--- src/rtl/alu8_pkg.sv ---
package alu8_pkg;

    localparam int unsigned DATA_W = 8;
    localparam int unsigned NIB_W  = DATA_W / 2;
    localparam int unsigned FLAG_N = 5;

    localparam int unsigned FL_CY  = 0;
    localparam int unsigned FL_PAR = 1;
    localparam int unsigned FL_AUX = 2;
    localparam int unsigned FL_Z   = 3;
    localparam int unsigned FL_S   = 4;

    localparam logic [NIB_W-1:0]  DEC_LIMIT = NIB_W'(9);
    localparam logic [DATA_W-1:0] ADJ_LO    = DATA_W'(8'h06);
    localparam logic [DATA_W-1:0] ADJ_HI    = DATA_W'(8'h60);

    typedef enum logic [3:0] {
        OP_ADD = 4'd0,
        OP_ADC = 4'd1,
        OP_SUB = 4'd2,
        OP_SBB = 4'd3,
        OP_AND = 4'd4,
        OP_XOR = 4'd5,
        OP_OR  = 4'd6,
        OP_CMP = 4'd7,
        OP_RLC = 4'd8,
        OP_RRC = 4'd9,
        OP_RAL = 4'd10,
        OP_RAR = 4'd11,
        OP_CMA = 4'd12,
        OP_STC = 4'd13,
        OP_CMC = 4'd14,
        OP_DAA = 4'd15
    } alu_op_e;

    typedef struct packed {
        logic [DATA_W-1:0] acc;
        logic [FLAG_N-1:0] flg;
    } alu_state_t;

endpackage

--- src/rtl/alu8_addsub.sv ---
module alu8_addsub
    import alu8_pkg::*;
(
    input  logic [DATA_W-1:0] a_i,
    input  logic [DATA_W-1:0] b_i,
    input  logic              cin_i,
    input  logic              sub_i,
    output logic [DATA_W-1:0] res_o,
    output logic              cy_o,
    output logic              ac_o
);
    logic [DATA_W:0] wide;
    logic [NIB_W:0]  low;

    always_comb begin
        if (sub_i) begin
            wide = {1'b0, a_i} - {1'b0, b_i} - {{DATA_W{1'b0}}, cin_i};
            low  = {1'b0, a_i[NIB_W-1:0]} - {1'b0, b_i[NIB_W-1:0]}
                   - {{NIB_W{1'b0}}, cin_i};
        end else begin
            wide = {1'b0, a_i} + {1'b0, b_i} + {{DATA_W{1'b0}}, cin_i};
            low  = {1'b0, a_i[NIB_W-1:0]} + {1'b0, b_i[NIB_W-1:0]}
                   + {{NIB_W{1'b0}}, cin_i};
        end
        res_o = wide[DATA_W-1:0];
        cy_o  = wide[DATA_W];
        ac_o  = low[NIB_W];
    end
endmodule

--- src/rtl/alu8_rotate.sv ---
module alu8_rotate
    import alu8_pkg::*;
(
    input  logic [DATA_W-1:0] a_i,
    input  logic              cy_i,
    input  logic [1:0]        mode_i,
    output logic [DATA_W-1:0] res_o,
    output logic              cy_o
);
    logic        go_right;
    logic        thru_cy;
    logic        fill;

    assign go_right = mode_i[0];
    assign thru_cy  = mode_i[1];

    always_comb begin
        if (go_right) begin
            fill  = thru_cy ? cy_i : a_i[0];
            res_o = {fill, a_i[DATA_W-1:1]};
            cy_o  = a_i[0];
        end else begin
            fill  = thru_cy ? cy_i : a_i[DATA_W-1];
            res_o = {a_i[DATA_W-2:0], fill};
            cy_o  = a_i[DATA_W-1];
        end
    end
endmodule

--- src/rtl/alu8_decadj.sv ---
module alu8_decadj
    import alu8_pkg::*;
(
    input  logic [DATA_W-1:0] a_i,
    input  logic              cy_i,
    input  logic              ac_i,
    output logic [DATA_W-1:0] res_o,
    output logic              cy_o,
    output logic              ac_o
);
    logic            lo_fix;
    logic            hi_fix;
    logic [DATA_W:0] step1;
    logic [NIB_W:0]  low_sum;

    always_comb begin
        lo_fix  = (a_i[NIB_W-1:0] > DEC_LIMIT) || ac_i;
        step1   = {1'b0, a_i} + {1'b0, (lo_fix ? ADJ_LO : '0)};
        low_sum = {1'b0, a_i[NIB_W-1:0]} + {1'b0, (lo_fix ? ADJ_LO[NIB_W-1:0] : '0)};
        ac_o    = low_sum[NIB_W];
        hi_fix  = (step1[DATA_W-1:NIB_W] > DEC_LIMIT) || cy_i || step1[DATA_W];
        res_o   = step1[DATA_W-1:0] + (hi_fix ? ADJ_HI : '0);
        cy_o    = hi_fix;
    end
endmodule

--- src/rtl/alu8_core.sv ---
module alu8_core
    import alu8_pkg::*;
(
    input  logic              clk,
    input  logic              rst_n,
    input  logic [3:0]        op_i,
    input  logic [DATA_W-1:0] acc_i,
    input  logic [DATA_W-1:0] opnd_i,
    input  logic [FLAG_N-1:0] flags_i,
    output logic [DATA_W-1:0] acc_o,
    output logic [FLAG_N-1:0] flags_o
);
    alu_op_e           op;
    logic              as_sub;
    logic              as_cin;
    logic [DATA_W-1:0] as_res;
    logic              as_cy;
    logic              as_ac;
    logic [DATA_W-1:0] rot_res;
    logic              rot_cy;
    logic [DATA_W-1:0] da_res;
    logic              da_cy;
    logic              da_ac;
    alu_state_t        st_d;
    alu_state_t        st_q;
    logic [DATA_W-1:0] flag_src;
    logic              szp_en;

    assign op     = alu_op_e'(op_i);
    assign as_sub = (op == OP_SUB) || (op == OP_SBB) || (op == OP_CMP);
    assign as_cin = ((op == OP_ADC) || (op == OP_SBB)) ? flags_i[FL_CY] : 1'b0;

    alu8_addsub u_addsub (
        .a_i   (acc_i),
        .b_i   (opnd_i),
        .cin_i (as_cin),
        .sub_i (as_sub),
        .res_o (as_res),
        .cy_o  (as_cy),
        .ac_o  (as_ac)
    );

    alu8_rotate u_rotate (
        .a_i    (acc_i),
        .cy_i   (flags_i[FL_CY]),
        .mode_i (op_i[1:0]),
        .res_o  (rot_res),
        .cy_o   (rot_cy)
    );

    alu8_decadj u_decadj (
        .a_i   (acc_i),
        .cy_i  (flags_i[FL_CY]),
        .ac_i  (flags_i[FL_AUX]),
        .res_o (da_res),
        .cy_o  (da_cy),
        .ac_o  (da_ac)
    );

    always_comb begin
        st_d     = st_q;
        st_d.acc = acc_i;
        st_d.flg = flags_i;
        flag_src = acc_i;
        szp_en   = 1'b0;
        unique case (op)
            OP_ADD, OP_ADC, OP_SUB, OP_SBB: begin
                st_d.acc         = as_res;
                st_d.flg[FL_CY]  = as_cy;
                st_d.flg[FL_AUX] = as_ac;
                flag_src         = as_res;
                szp_en           = 1'b1;
            end
            OP_CMP: begin
                st_d.flg[FL_CY]  = as_cy;
                st_d.flg[FL_AUX] = as_ac;
                flag_src         = as_res;
                szp_en           = 1'b1;
            end
            OP_AND: begin
                st_d.acc         = acc_i & opnd_i;
                st_d.flg[FL_CY]  = 1'b0;
                st_d.flg[FL_AUX] = acc_i[NIB_W-1] | opnd_i[NIB_W-1];
                flag_src         = acc_i & opnd_i;
                szp_en           = 1'b1;
            end
            OP_XOR, OP_OR: begin
                st_d.acc         = (op == OP_XOR) ? (acc_i ^ opnd_i) : (acc_i | opnd_i);
                st_d.flg[FL_CY]  = 1'b0;
                st_d.flg[FL_AUX] = 1'b0;
                flag_src         = st_d.acc;
                szp_en           = 1'b1;
            end
            OP_RLC, OP_RRC, OP_RAL, OP_RAR: begin
                st_d.acc        = rot_res;
                st_d.flg[FL_CY] = rot_cy;
            end
            OP_CMA: begin
                st_d.acc = ~acc_i;
            end
            OP_STC: begin
                st_d.flg[FL_CY] = 1'b1;
            end
            OP_CMC: begin
                st_d.flg[FL_CY] = ~flags_i[FL_CY];
            end
            OP_DAA: begin
                st_d.acc         = da_res;
                st_d.flg[FL_CY]  = da_cy;
                st_d.flg[FL_AUX] = da_ac;
                flag_src         = da_res;
                szp_en           = 1'b1;
            end
            default: ;
        endcase
        if (szp_en) begin
            st_d.flg[FL_Z]   = (flag_src == '0);
            st_d.flg[FL_S]   = flag_src[DATA_W-1];
            st_d.flg[FL_PAR] = ~(^flag_src);
        end
    end

    always_ff @(posedge clk) begin
        if (!rst_n) begin
            st_q <= '0;
        end else begin
            st_q <= st_d;
        end
    end

    assign acc_o   = st_q.acc;
    assign flags_o = st_q.flg;

endmodule

--- config.mk ---
export PLATFORM = sky130hd
export DESIGN_NAME = alu8_core
export DESIGN_NICKNAME = d
export VERILOG_FILES = /design/src/rtl/alu8_pkg.sv /design/src/rtl/alu8_addsub.sv /design/src/rtl/alu8_rotate.sv /design/src/rtl/alu8_decadj.sv /design/src/rtl/alu8_core.sv
export SDC_FILE = /design/constraint.sdc
export NUM_CORES = 1
export LEC_CHECK = 0
export CORE_MARGIN = 2
export CORE_UTILIZATION = 30
export CTS_CLUSTER_DIAMETER = 80
export DETAILED_ROUTE_END_ITERATION = 6
export DONT_BUFFER_PORTS = 1
export GPL_TIMING_DRIVEN = 0
export PLACE_DENSITY_LB_ADDON = 0.3
export SYNTH_ARGS = -nofsm -noshare
export SYNTH_HDL_FRONTEND = slang
export SYNTH_HIERARCHICAL = 1
export SYNTH_SLANG_ARGS = --single-unit
--- constraint.sdc ---
create_clock -name clk -period 12.4 [get_ports clk]
set_input_delay 2.48 -clock clk [delete_from_list [all_inputs] [get_ports clk]]
set_output_delay 2.48 -clock clk [all_outputs]
set_load 0.05 [all_outputs]
==> metrics.csv <==
metric;value;unit
status;finished clean;
synth unique cells;58;
Post-synth ARST share;0;%
router iterations before antenna repair;6;
layout cells sized above 1;11.1;%
switch share;44.6;%
power density over cell area;75.5;nW/um^2
area grow syn2layout;7.28;%
Via density;5.46;
core box area;9240;sq um
number of flops mapped to enable cells by yosys;0;
CP Data Required Time;12.57;ns
Max FO, Critical Path;16;
Resize count post-CTS;0;
Setup CP Type;in -> reg;
nets;438;
CTS tree;built;
peak supply drop;0.0000334;V
gr usage total;16.4;%
post-route ant nets;0;
Util after Layout;33.1;%
relative slew slack;46.1;%
DR WL/cell;17.1;microns
Final Cycle Share;52.7;%
GRT Residual Overflow;0;
drc violations;0;
CTS max path bufs;2;
Max Slew Vio Count;0;
number of global-route vias before repair;2598;
die height;102;microns
most used flip-flop cell after synthesis;dfxtp_1;
maxcap violations;0;
vias post-DR;2669;
Worst-Margin Slew;0.803;ns
setup_tns;0;ns
power share of the clock group;16.1;%
CTS clk-pin slew, worst paths;0.06;ns
Post-Syn Area;2850;sq um
Finished Layout Cells;489;
Final min period;6.53;ns
WP data arrival;6.71;ns
CTS buffer count;3;
Mapped Nets;433;
first-pass GRT wire length;13500;microns
num rows;35;
Root Driver;clkbuf_8;
RSZ-0062 raised after global routing;no;
register area share after synthesis;9.12;%
die area;10300;sq um
Inserted Diodes;0;
DP Cell Count;485;
post-CTS setup repair buffer count;0;
cts hold-fix bufs;0;
largest net degree at the start of global routing;17;
I/O Pins;40;
PortBufs;0;
syn avg cell area;8.02;sq um
Starting Density;30.9;%
Power Internal;0.128;mW
Placer Congestion;0.908;
commonest non-fill, non-tap cell in the layout;ha_1;
final setup fails;0;
Seq cells post-synth;13;
Logic pwr share;55.3;%
htree depth;1;
cells after synthesis;356;
Worst setup SP type;input port;
Routed Wire Length;8380;microns
Sw Pwr;0.103;mW
1st-iter DRT viols;137;
Worst setup EP type;flop;
post-place setup slack;5.63;ns
Ys Warns;6;
Leak;1.42;nW
Max Clk Rate;153;MHz
initial antenna violation count;0;
Final Hold Fails;0;
clock sink count;13;
Worst Slack Setup Final;5.87;ns
commonest non-fill, non-tap cells in the layout;ha_1, inv_1, a21oi_1, mux2i_1;
sequential share of power;28.6;%
Die Span X;102;microns
hpwl dp;6740;microns
Hold Path Class;in -> reg;
cells by family after synthesis:
logic type	share of synthesized area [%]
compound gates	28.1
buf+inv	9.78
simple gates	11.5
fa+ha+maj	23.5
mux	11.5
xor+xnor	6.44
flops	9.12
cell usage after synthesis, drive strengths merged, types with 4 or more instances:
| library cell | instances | area, sq um |
|---|---|---|
| o22a | 5 | 43.8 |
| nand3 | 8 | 45.0 |
| buf | 15 | 83.8 |
| dfxtp | 13 | 260 |
| nor2b | 5 | 31.3 |
| xor2 | 5 | 43.8 |
| o22ai | 5 | 31.3 |
| o2bb2ai | 8 | 70.1 |
| nand2 | 13 | 48.8 |
| nor3 | 6 | 30.0 |
| mux2 | 10 | 139 |
| nor2 | 16 | 60.1 |
| xnor2 | 16 | 140 |
| a21oi | 31 | 159 |
| fa | 6 | 120 |
| clkbuf | 5 | 18.8 |
| o21ai | 14 | 70.1 |
| inv | 47 | 176 |
| o221ai | 4 | 35.0 |
| mux2i | 19 | 190 |
| a31oi | 8 | 50.1 |
| a22o | 5 | 43.8 |
| ha | 44 | 551 |
sequential cells by signal, indices dropped and copies added (netlist names):
| signal | count |
|---|---|
| acc_o | 8 |
| flags_o | 5 |
power groups by stage:
stage	Sequential [mW]	Clock, mW	Combinational (mW)
after floorplan	0.0666	0	0.102
after global placement	0.0671	0	0.125
after detailed placement	0.0672	0	0.127
after CTS	0.0663	0.0382	0.128
after global routing	0.0668	0.0399	0.142
final	0.0661	0.0373	0.128
metal layers:
layer / share of wire [%] / track usage [%] / wire, microns
met5: 0 / 0 / 0
met4: 1.9 / 3.33 / 155
met3: 5.2 / 2.21 / 432
met2: 48 / 28.3 / 3980
met1: 45 / 21.7 / 3810
stage by stage:
stage / instance area (sq um) / hold WS [ns] / power [mW]
after floorplan: 2850 / 2.62 / 0.169
final: 3060 / 2.39 / 0.231
after global placement: 3020 / 2.63 / 0.193
after CTS: 3060 / 2.39 / 0.232
after detailed placement: 3020 / 2.64 / 0.195
after global routing: 3060 / 2.39 / 0.249
critical path: stages:
cell	delay, ns
o21ai_0	0.15
nand2b_1	0.16
ha_1	0.26
fa_1	0.48
nor2b_1	0.17
mux2_4	0.25
a221o_1	0.41
ha_1	0.22
fa_1	0.38
xor2_1	0.16
xnor2_1	0.15
nand3_1	0.09
a221o_1	0.36
o211a_1	0.15
ha_1	0.29
xnor2_1	0.17
xnor2_1	0.13
nand2_1	0.07
a21oi_1	0.14
path summary, 6_finish.rpt:
check,depth (start not counted),slack [ns],start,end
worst min-delay path,2,2.39,rst_n,flags_o[0]
worst max-delay path,19,5.87,acc_i[1],flags_o[1]
layout make-up:
class                           instances  area [sq um]
Clock inverter                          1          5.00
Fill cell                             980          6180
Inverter                               47           176
Clock buffer                            3          41.3
Sequential cell                        13           260
Multi-Input combinational cell        276          2310
Buffer                                 20           103
Tap cell                              129           161
No activity file was read; power rests on OpenSTA's default activity.
